`src/rtl/dtg_pkg.sv`:
```
`timescale 1ns/1ps
package dtg_pkg;

    typedef enum logic {
        ST_OFF,
        ST_SCAN
    } scan_state_t;

    typedef enum logic [1:0] {
        PH_SYNC,
        PH_BACK,
        PH_ACTIVE,
        PH_FRONT
    } phase_t;

    // register slot numbers
    localparam int unsigned SLOT_SYNC    = 0;
    localparam int unsigned SLOT_BPORCH  = 1;
    localparam int unsigned SLOT_ACTIVE  = 2;
    localparam int unsigned SLOT_TOTAL   = 3;
    localparam int unsigned SLOT_CTRL    = 4;
    localparam int unsigned SLOT_LINE    = 5;
    localparam int unsigned TIMING_SLOTS = 4;

    // field placement inside a timing slot
    localparam int unsigned H_LSB = 16;

    // control bit positions
    localparam int unsigned BIT_RUN  = 0;
    localparam int unsigned BIT_PCLK = 28;
    localparam int unsigned BIT_DE   = 29;
    localparam int unsigned BIT_VS   = 30;
    localparam int unsigned BIT_HS   = 31;

endpackage

```
`src/rtl/dtg_regs.sv`:
```
`timescale 1ns/1ps
module dtg_regs
    import dtg_pkg::*;
#(
    parameter int unsigned AW = 3,
    parameter int unsigned DW = 32,
    parameter int unsigned HW = 12,
    parameter int unsigned VW = 11
) (
    input  logic                               clk,
    input  logic                               rst_n,
    input  logic                               wr_en,
    input  logic [AW-1:0]                      addr,
    input  logic [DW-1:0]                      wdata,
    output logic [DW-1:0]                      rdata,
    output logic [TIMING_SLOTS-1:0][HW-1:0]    h_fld,
    output logic [TIMING_SLOTS-1:0][VW-1:0]    v_fld,
    output logic [VW-1:0]                      lpos,
    output logic                               run_bit,
    output logic                               pol_hs,
    output logic                               pol_vs,
    output logic                               pol_de,
    output logic                               pclk_flip
);

    localparam int unsigned SW = $clog2(TIMING_SLOTS);

    logic unused_wdata;
    assign unused_wdata = ^wdata;

    // one storage slot per cumulative threshold pair
    for (genvar i = 0; i < TIMING_SLOTS; i++) begin : g_slot
        logic [HW-1:0] h_q;
        logic [VW-1:0] v_q;
        always_ff @(posedge clk or negedge rst_n) begin
            if (!rst_n) begin
                h_q <= '0;
                v_q <= '0;
            end else if (wr_en && addr == AW'(i)) begin
                h_q <= wdata[H_LSB +: HW];
                v_q <= wdata[VW-1:0];
            end
        end
        assign h_fld[i] = h_q;
        assign v_fld[i] = v_q;
    end

    always_ff @(posedge clk or negedge rst_n) begin
        if (!rst_n) begin
            run_bit   <= 1'b0;
            pol_hs    <= 1'b0;
            pol_vs    <= 1'b0;
            pol_de    <= 1'b0;
            pclk_flip <= 1'b0;
        end else if (wr_en && addr == AW'(SLOT_CTRL)) begin
            run_bit   <= wdata[BIT_RUN];
            pol_hs    <= wdata[BIT_HS];
            pol_vs    <= wdata[BIT_VS];
            pol_de    <= wdata[BIT_DE];
            pclk_flip <= wdata[BIT_PCLK];
        end
    end

    always_ff @(posedge clk or negedge rst_n) begin
        if (!rst_n) begin
            lpos <= '0;
        end else if (wr_en && addr == AW'(SLOT_LINE)) begin
            lpos <= wdata[VW-1:0];
        end
    end

    always_comb begin
        rdata = '0;
        if (addr == AW'(SLOT_CTRL)) begin
            rdata[BIT_RUN]  = run_bit;
            rdata[BIT_PCLK] = pclk_flip;
            rdata[BIT_DE]   = pol_de;
            rdata[BIT_VS]   = pol_vs;
            rdata[BIT_HS]   = pol_hs;
        end else if (addr == AW'(SLOT_LINE)) begin
            rdata[VW-1:0] = lpos;
        end else if (addr < AW'(TIMING_SLOTS)) begin
            rdata[H_LSB +: HW] = h_fld[addr[SW-1:0]];
            rdata[VW-1:0]      = v_fld[addr[SW-1:0]];
        end
    end

endmodule

```
`src/rtl/dtg_scan.sv`:
```
`timescale 1ns/1ps
module dtg_scan
    import dtg_pkg::*;
#(
    parameter int unsigned HW = 12,
    parameter int unsigned VW = 11
) (
    input  logic          clk,
    input  logic          rst_n,
    input  logic          run_bit,
    input  logic [HW-1:0] tot_h,
    input  logic [VW-1:0] tot_v,
    output scan_state_t   state,
    output logic [HW-1:0] hcnt,
    output logic [VW-1:0] vcnt
);

    scan_state_t state_nxt;
    logic        advance;

    // state register
    always_ff @(posedge clk or negedge rst_n) begin
        if (!rst_n) state <= ST_OFF;
        else        state <= state_nxt;
    end

    // transitions
    always_comb begin
        state_nxt = state;
        unique case (state)
            ST_OFF:  if (run_bit)  state_nxt = ST_SCAN;
            ST_SCAN: if (!run_bit) state_nxt = ST_OFF;
        endcase
    end

    // counters move only when scanning and still enabled
    always_comb begin
        advance = 1'b0;
        unique case (state)
            ST_OFF:  advance = 1'b0;
            ST_SCAN: advance = run_bit;
        endcase
    end

    always_ff @(posedge clk or negedge rst_n) begin
        if (!rst_n) begin
            hcnt <= '0;
            vcnt <= '0;
        end else if (!advance) begin
            hcnt <= '0;
            vcnt <= '0;
        end else if (hcnt == tot_h) begin
            hcnt <= '0;
            vcnt <= (vcnt == tot_v) ? '0 : vcnt + 1'b1;
        end else begin
            hcnt <= hcnt + 1'b1;
        end
    end

endmodule

```
`src/rtl/dtg_decode.sv`:
```
`timescale 1ns/1ps
module dtg_decode
    import dtg_pkg::*;
#(
    parameter int unsigned HW = 12,
    parameter int unsigned VW = 11
) (
    input  logic          run,
    input  logic [HW-1:0] hcnt,
    input  logic [VW-1:0] vcnt,
    input  logic [HW-1:0] h_sync,
    input  logic [HW-1:0] h_bp,
    input  logic [HW-1:0] h_act,
    input  logic [VW-1:0] v_sync,
    input  logic [VW-1:0] v_bp,
    input  logic [VW-1:0] v_act,
    input  logic [VW-1:0] lpos,
    input  logic          pol_hs,
    input  logic          pol_vs,
    input  logic          pol_de,
    output logic          hsync,
    output logic          vsync,
    output logic          de,
    output logic          line_evt,
    output logic          vblank
);

    phase_t hph, vph;
    logic   hs_on, vs_on, h_win, v_win;

    // threshold compare: first threshold not yet passed names the phase
    always_comb begin
        if      (hcnt <= h_sync) hph = PH_SYNC;
        else if (hcnt <= h_bp)   hph = PH_BACK;
        else if (hcnt <= h_act)  hph = PH_ACTIVE;
        else                     hph = PH_FRONT;

        if      (vcnt <= v_sync) vph = PH_SYNC;
        else if (vcnt <= v_bp)   vph = PH_BACK;
        else if (vcnt <= v_act)  vph = PH_ACTIVE;
        else                     vph = PH_FRONT;
    end

    always_comb begin
        hs_on = 1'b0;
        h_win = 1'b0;
        unique case (hph)
            PH_SYNC:           hs_on = 1'b1;
            PH_ACTIVE:         h_win = 1'b1;
            PH_BACK, PH_FRONT: ;
        endcase
        vs_on = 1'b0;
        v_win = 1'b0;
        unique case (vph)
            PH_SYNC:           vs_on = 1'b1;
            PH_ACTIVE:         v_win = 1'b1;
            PH_BACK, PH_FRONT: ;
        endcase
    end

    // pin levels: active level equals the polarity bit
    always_comb begin
        hsync    = (run && hs_on)          ? pol_hs : ~pol_hs;
        vsync    = (run && vs_on)          ? pol_vs : ~pol_vs;
        de       = (run && h_win && v_win) ? pol_de : ~pol_de;
        line_evt = run && (hcnt == '0) && (vcnt == lpos);
        vblank   = run && !v_win;
    end

endmodule

```
`src/rtl/disp_timing_gen.sv`:
```
`timescale 1ns/1ps
module disp_timing_gen
    import dtg_pkg::*;
#(
    parameter int unsigned AW = 3,
    parameter int unsigned DW = 32,
    parameter int unsigned HW = 12,
    parameter int unsigned VW = 11
) (
    input  logic          clk,
    input  logic          rst_n,
    input  logic          reg_wr,
    input  logic [AW-1:0] reg_addr,
    input  logic [DW-1:0] reg_wdata,
    output logic [DW-1:0] reg_rdata,
    output logic          hsync,
    output logic          vsync,
    output logic          de,
    output logic          pclk_inv,
    output logic          line_evt,
    output logic          vblank,
    output logic [HW-1:0] pos_h,
    output logic [VW-1:0] pos_v
);

    logic [TIMING_SLOTS-1:0][HW-1:0] h_fld;
    logic [TIMING_SLOTS-1:0][VW-1:0] v_fld;
    logic [VW-1:0]                   lpos;
    logic                            run_bit, pol_hs, pol_vs, pol_de;
    scan_state_t                     state;
    logic [HW-1:0]                   hcnt, tot_h;
    logic [VW-1:0]                   vcnt;
    logic                            run;

    assign tot_h = h_fld[SLOT_TOTAL];

    dtg_regs #(.AW(AW), .DW(DW), .HW(HW), .VW(VW)) u_regs (
        .clk       (clk),
        .rst_n     (rst_n),
        .wr_en     (reg_wr),
        .addr      (reg_addr),
        .wdata     (reg_wdata),
        .rdata     (reg_rdata),
        .h_fld     (h_fld),
        .v_fld     (v_fld),
        .lpos      (lpos),
        .run_bit   (run_bit),
        .pol_hs    (pol_hs),
        .pol_vs    (pol_vs),
        .pol_de    (pol_de),
        .pclk_flip (pclk_inv)
    );

    dtg_scan #(.HW(HW), .VW(VW)) u_scan (
        .clk     (clk),
        .rst_n   (rst_n),
        .run_bit (run_bit),
        .tot_h   (tot_h),
        .tot_v   (v_fld[SLOT_TOTAL]),
        .state   (state),
        .hcnt    (hcnt),
        .vcnt    (vcnt)
    );

    assign run   = (state == ST_SCAN) && run_bit;
    assign pos_h = run ? hcnt : '0;
    assign pos_v = run ? vcnt : '0;

    dtg_decode #(.HW(HW), .VW(VW)) u_decode (
        .run      (run),
        .hcnt     (hcnt),
        .vcnt     (vcnt),
        .h_sync   (h_fld[SLOT_SYNC]),
        .h_bp     (h_fld[SLOT_BPORCH]),
        .h_act    (h_fld[SLOT_ACTIVE]),
        .v_sync   (v_fld[SLOT_SYNC]),
        .v_bp     (v_fld[SLOT_BPORCH]),
        .v_act    (v_fld[SLOT_ACTIVE]),
        .lpos     (lpos),
        .pol_hs   (pol_hs),
        .pol_vs   (pol_vs),
        .pol_de   (pol_de),
        .hsync    (hsync),
        .vsync    (vsync),
        .de       (de),
        .line_evt (line_evt),
        .vblank   (vblank)
    );

endmodule

```
`config.mk`:
```
export PLATFORM = sky130hd
export DESIGN_NAME = disp_timing_gen
export DESIGN_NICKNAME = d
export VERILOG_FILES = /design/src/rtl/dtg_pkg.sv /design/src/rtl/dtg_regs.sv /design/src/rtl/dtg_scan.sv /design/src/rtl/dtg_decode.sv /design/src/rtl/disp_timing_gen.sv
export SDC_FILE = /design/constraint.sdc
export NUM_CORES = 1
export LEC_CHECK = 0
export ABC_AREA = 1
export BUFFER_PORTS_ARGS = -buffer_cell sky130_fd_sc_hd__buf_4
export CORE_ASPECT_RATIO = 2
export CORE_MARGIN = 10
export CORE_UTILIZATION = 34
export DETAILED_ROUTE_END_ITERATION = 7
export GPL_TIMING_DRIVEN = 1
export PLACE_DENSITY = 0.65
export SETUP_SLACK_MARGIN = 0.2
export SLEW_MARGIN = 15
export SYNTH_ARGS = -nofsm -noshare
export SYNTH_HDL_FRONTEND = slang
export SYNTH_SLANG_ARGS = --single-unit
```
`constraint.sdc`:
```
create_clock -name clk -period 1.7 [get_ports clk]
set_input_delay 0.255 -clock clk [delete_from_list [all_inputs] [get_ports clk]]
set_output_delay 0.255 -clock clk [all_outputs]
set_load 0.02 [all_outputs]
```
# Word-level counts from Yosys, hierarchy flattened
# Cells that the tools add are included.
# word_totals
register_bits	132
in_bits	38
out_inout_bits	61
word_cells	95
# classes
add_sub_neg	2
n_lt_le_gt_ge	8
eq_ne	11
mux	34
bitwise	4
reduce_logical	19
# ops
operator	n
$mux 12	7
$mux 11	7
$le 12x12->1	3
$le 11x11->1	3
$bmux 12 s2	1
$bmux 11 s2	1
$eq 11x11->1	2
$logic_and 1x1->1	14
$add 12x1->12 const B	1
$eq 12x12->1	1
$logic_not 12->1	1
$add 11x1->11 const B	1
$mux 1	11
$mux 10	1
$mux 2	4
$eq 3x2->1 const B	2
$eq 3x3->1 const B	2
$eq 2x2->1 const B	2
$logic_not 2->1	2
$mux 4	1
$not 1->1	4
$eq 3x1->1 const B	1
$logic_not 3->1	1
$lt 2x3->1 const B	1
4 further kinds	4

# Logic depth before layout (Yosys ltp)
# depth
ltp_word	9
depth_mapped	15
ltp_nobuf	15

# Hierarchy
# Synthesis repeated with hierarchy kept, for this count alone.
# hier_totals
hier_cells	1288
area_unflattened_um2	9364.0
# by_module_without_submodules
module	n_inst	cells_each	area_per_inst_um2	seq_area_each_um2
dtg_regs	1	651	5318.9	2702.6
dtg_decode	1	359	2154.6	0.0
dtg_scan	1	228	1627.8	600.6
disp_timing_gen	1	50	262.8	0.0

# Worst setup path before layout
# OpenSTA, ideal clock, no wires.
# synth_timing
path_kind	flip-flop to output port
from	register u_scan.hcnt[8]
to	output port hsync
arrival_ns	1.634
required_time_ns	1.445
path_slack_ns	-0.189
path_stages_with_launch	9
path_buffers	0
cell_sequence	dfrtp_1 > ha_1 > nand4_1 > nor3_1 > nand2_1 > nand3_1 > nand2_1 > nand2_1 > xor2_1
# synth_via
elab_chain_len	8
word_cells_on_any_way	10
classes_between	order compare (3); mux (5); reduce/logical (2)
# synth_lines
element	line	source
from (decl)	dtg_scan.sv:14	output logic [HW-1:0] hcnt,
from (signal assigned)	dtg_scan.sv:56	hcnt <= hcnt + 1'b1;
$le 12x12->1	dtg_decode.sv:35	else if (hcnt <= h_act) hph = PH_ACTIVE;
$mux 1	dtg_decode.sv:35	
$mux 2	dtg_decode.sv:34	else if (hcnt <= h_bp) hph = PH_BACK;
$mux 2 (*)	dtg_decode.sv:33	if (hcnt <= h_sync) hph = PH_SYNC;
$logic_not 2->1 (*)	dtg_decode.sv:47	unique case (hph)
$mux 1 (*)	dtg_decode.sv:47	
$logic_and 1x1->1 (*)	dtg_decode.sv:63	hsync = (run && hs_on) ? pol_hs : ~pol_hs;
$mux 1 (*)	dtg_decode.sv:63	
to (decl)	disp_timing_gen.sv:16	output logic hsync,
# Every way passes the cells marked *; elsewhere a longest branch is shown, timed or not.

# Worst setup path in the final report
# layout_timing
from	register u_scan.hcnt[7]
to	output port de
# layout_via
elab_chain_len	9
word_cells_on_any_way	11
classes_between	order compare (3); eq/ne (1); mux (5); reduce/logical (2)
# layout_lines
element	line	source
$le 12x12->1	dtg_decode.sv:35	
$mux 1	dtg_decode.sv:35	
$mux 2	dtg_decode.sv:34	
$mux 2 (*)	dtg_decode.sv:33	
$eq 2x2->1 (*)	dtg_decode.sv:47	
$mux 1 (*)	dtg_decode.sv:47	
$logic_and 1x1->1 (*) (2 in a row)	dtg_decode.sv:65	de = (run && h_win && v_win) ? pol_de : ~pol_de;
$mux 1 (*)	dtg_decode.sv:65	
to (decl)	disp_timing_gen.sv:18	output logic de,
# Marks and branches as above.

==> results by group <==
Clock tree
  • Clock Pin Slew Worst Setup and Hold Paths: approximately 60 ps
  • Sink Count: between 100 and 150
  • Depth of the CTS H-tree: 4
  • CTS Buffer Depth: 2
  • CTS tree: yes
  • TritonCTS Buffers: 17
  • Clock Latency Late Sink: roughly 450 ps
  • CTS root buffer: clkbuf_16

Worst setup path
  • Slowest cell on the critical path: dfrtp_2
  • R2r startpoint: u_scan.vcnt[5]
  • Crit. End Element: primary output
  • Critical path class: reg -> out
  • Critical Path RT: 1440 ps
  • Reg-to-Reg End: u_scan.vcnt[8]
  • Reg2reg path depth: 13
  • Crit path cell chain: ha_1, nand2_1, nor2_2, nand2_2, a21oi_1, nor2_1, nor2_1, nand2_2, nor2_4, nand2_1, nand2_1, nand2_2, buf_6
  • R2r setup slk: -310 ps
  • Crit. Startpoint: u_scan.hcnt[7]
  • Crit path to: de
  • CP Max Fanout: 5
  • Slowest stage delay, CP: ~460 ps
  • Startpoint types: flop
  • Critical path arrival: about 2400 ps

Global routing
  • Total gr overflow: 0
  • Largest net degree at the start of global routing: 60
  • Number of global-route vias before repair: 9241
  • Gr usage total: 21.53%
  • First-pass GRT wire length: between 50 and 60 mm
  • Initial antenna violation count: 0

Timing
  • Max-slew violations: 0
  • RSZ-0062 raised after global routing: yes
  • Final WS setup: -930.2 ps
  • Final Hold Fails: 0
  • Min Hold Slack: roughly 60 ps
  • Final setup viols: 60
  • Fmax: 0.3802 GHz
  • Clock Skew: between 5 and 6 ps
  • Tmin final: 2630 ps
  • Setup tns final: -11410 ps
  • Final Cycle Share: 154.7%

Place
  • Buffers added on ports: 88
  • Gpl congestion: 0.9644
  • Hpwl dp: 25.05 mm
  • Worst slack, placed: -594.1 ps

Route
  • Via/cell ratio: ~5.2
  • Final wirelength: 35.09 mm
  • First DRT Iteration DRCs: around 570
  • WL/cell: 20.17 µm
  • Routed Antenna Nets: 0
  • Via count: around 9000
  • Detailed Routing Iterations Pass 1: 6
  • # DRC: 0

Logic synthesis
  • Yosys cell types: 39
  • Prevailing post-synth register cell: dfrtp_1
  • Mean post-synth cell area: 7.571 µm²
  • Yosys reg bits: 132
  • Post-synthesis sequential area ratio: 39.49%
  • Cell Area, Synth: roughly 0.0084 mm²
  • EDFF count, synth: 0
  • YS warnings: 0
  • Syn Inst Count: 1105
  • Async S/R FF share, synth: 100.0%

Floorplan
  • Ports: 99
  • Die area: between 0.03 and 0.04 mm²
  • Row count: 81
  • Die height: 241.8 µm
  • Core ar.: roughly 0.024 mm²
  • Initial Util: 34.39%
  • Die width: between 100 and 150 µm

Power and ir drop
  • Flop pwr share: ~34%
  • Clk pwr share: between 20 and 30%
  • Pleak: 6.658 nW
  • Net Sw Frac: 35.96%
  • Net switching power: 4.266 mW
  • Cell internal pwr: between 7 and 8 mW
  • Power Density: ~850 mW/mm²
  • Combinational cell fraction of total power: 36.5%
  • Worst vdd ir: roughly 0.66 mV
  • Total Power: 11.86 mW

Layout
  • Layout cells sized above 1: 47.10%
  • Fin nets: around 1500
  • ANT cells: 0
  • Area grow syn2layout: 66.17%
  • Most frequent cells in the layout: nand2_1, buf_4, buf_6, inv_1, dfrtp_1
  • Core occupancy in the finished layout: 57.15%
  • Most common cell after layout, fill and taps aside: nand2_1

Flow run
  • Max-Cap Viols: 0

Min path
  • Type of the tightest min-delay check: in -> reg

Status
  • Run status: finished, violations left
  • Failing checks: setup timing
[what timing repair did]
item / in CTS / in global routing
buffers inserted: 44 / 33
endpoints found under the setup margin: 78 / 78
endpoints found under the hold margin: 39 / 0
hold buffers: 1 / 0
pin swaps: 77 / 85
resized for setup: 330 / 199
cloned: 3 / 0
[layout make-up]
| class | count | area [µm²] |
|---|---|---|
| fillers | 2072 | 10420 |
| multi-input cells | 740 | 5459 |
| repair buffers | 350 | 3410 |
| flip-flops and latches | 132 | 3329 |
| inverters | 196 | 795.8 |
| clock buffers | 18 | 429.2 |
| well taps | 290 | 362.8 |
| clock inverters | 14 | 115.1 |
[state kept, by name (all words and copies together), names as in the netlist]
register,flops
u_regs.run_bit,1
u_regs.pol_de,1
u_scan.hcnt,12
u_regs.pol_vs,1
u_scan.vcnt,11
u_scan.state,1
u_regs.g_slot.h_q,48
u_regs.pol_hs,1
u_regs.lpos,11
u_regs.pclk_flip,1
u_regs.g_slot.v_q,44
[routing by layer]
metal	part of all wire [%]	track usage, %	vias up	routed length, µm
li1	-	-	4263	-
met3	4.3	4.119	143	1522
met2	55	39.76	339	19370
met4	8.6	16.63	0	3002
met1	32	19.52	4325	11200
met5	0	0	-	0
[cell usage after synthesis, types with 12 or more instances]
cell type | instances | area, µm²
nor2_1 | 83 | 311.6
inv_1 | 190 | 713.2
buf_2 | 15 | 75.07
nand3_1 | 16 | 80.08
xor2_1 | 19 | 166.4
nand2_1 | 254 | 953.4
a21oi_1 | 32 | 160.2
nand4_1 | 23 | 143.9
a221oi_1 | 12 | 105.1
o21ai_0 | 101 | 505.5
o21ai_1 | 38 | 190.2
o22ai_1 | 34 | 212.7
dfrtp_1 | 132 | 3303
clkbuf_1 | 14 | 52.55
ha_1 | 72 | 900.9
[per-stage QoR]
stage	instance area (µm²)	instances
6_report	13900	1740
5_1_grt	13900	1740
4_1_cts	12800	1707
3_5_place_dp	10760	1627
3_3_place_gp	10760	1627
2_1_floorplan	8492	1109
[worst max-delay path: cells and delay by family, from the launching register on]
family / cells / cell delay [ps]
DFF: 1 / 460
adders and majority gates: 1 / 320
AOI/OAI and AO/OA: 1 / 130
and+or+nand+nor: 10 / 880
buffers and inverters: 1 / 130
[power by group through the flow]
stage / combinational, mW / clock, mW / sequential [mW]
6_report: 4.32 / 3.48 / 4.05
5_1_grt: 4.69 / 3.64 / 4.11
4_1_cts: 3.85 / 3.52 / 4.03
3_5_place_dp: 3.18 / 0 / 4.05
3_3_place_gp: 3.15 / 0 / 4.02
2_1_floorplan: 1.70 / 0 / 3.96
[worst min path at each step]
stage | start | cells past startpoint | endpoint
finish | reg_wdata[31] | 3 | u_regs.pol_hs
detailed placement | rst_n | 1 | u_regs.g_slot[1].v_q[3]
floorplan | rst_n | 0 | u_regs.g_slot[0].h_q[0]
CTS | reg_wdata[28] | 3 | u_regs.pclk_flip
global placement | rst_n | 1 | u_regs.g_slot[1].v_q[3]
global route | reg_wdata[31] | 3 | u_regs.pol_hs
[kinds of logic (layout without fill, tap and decap cells)]
| group | after synthesis | count (layout) | share of synthesized area [%] |
|---|---|---|---|
| adders and majority gates | 72 | 72 | 10.77 |
| DFF | 132 | 132 | 39.49 |
| xor gates and xnor gates | 23 | 23 | 2.408 |
| and+or+nand+nor | 406 | 406 | 20.37 |
| other | 1 | 5 | 0.04483 |
| buffers and inverters | 237 | 578 | 11.26 |
| AOI/OAI and AO/OA | 234 | 234 | 15.66 |
(Power assumes the default switching activity.)
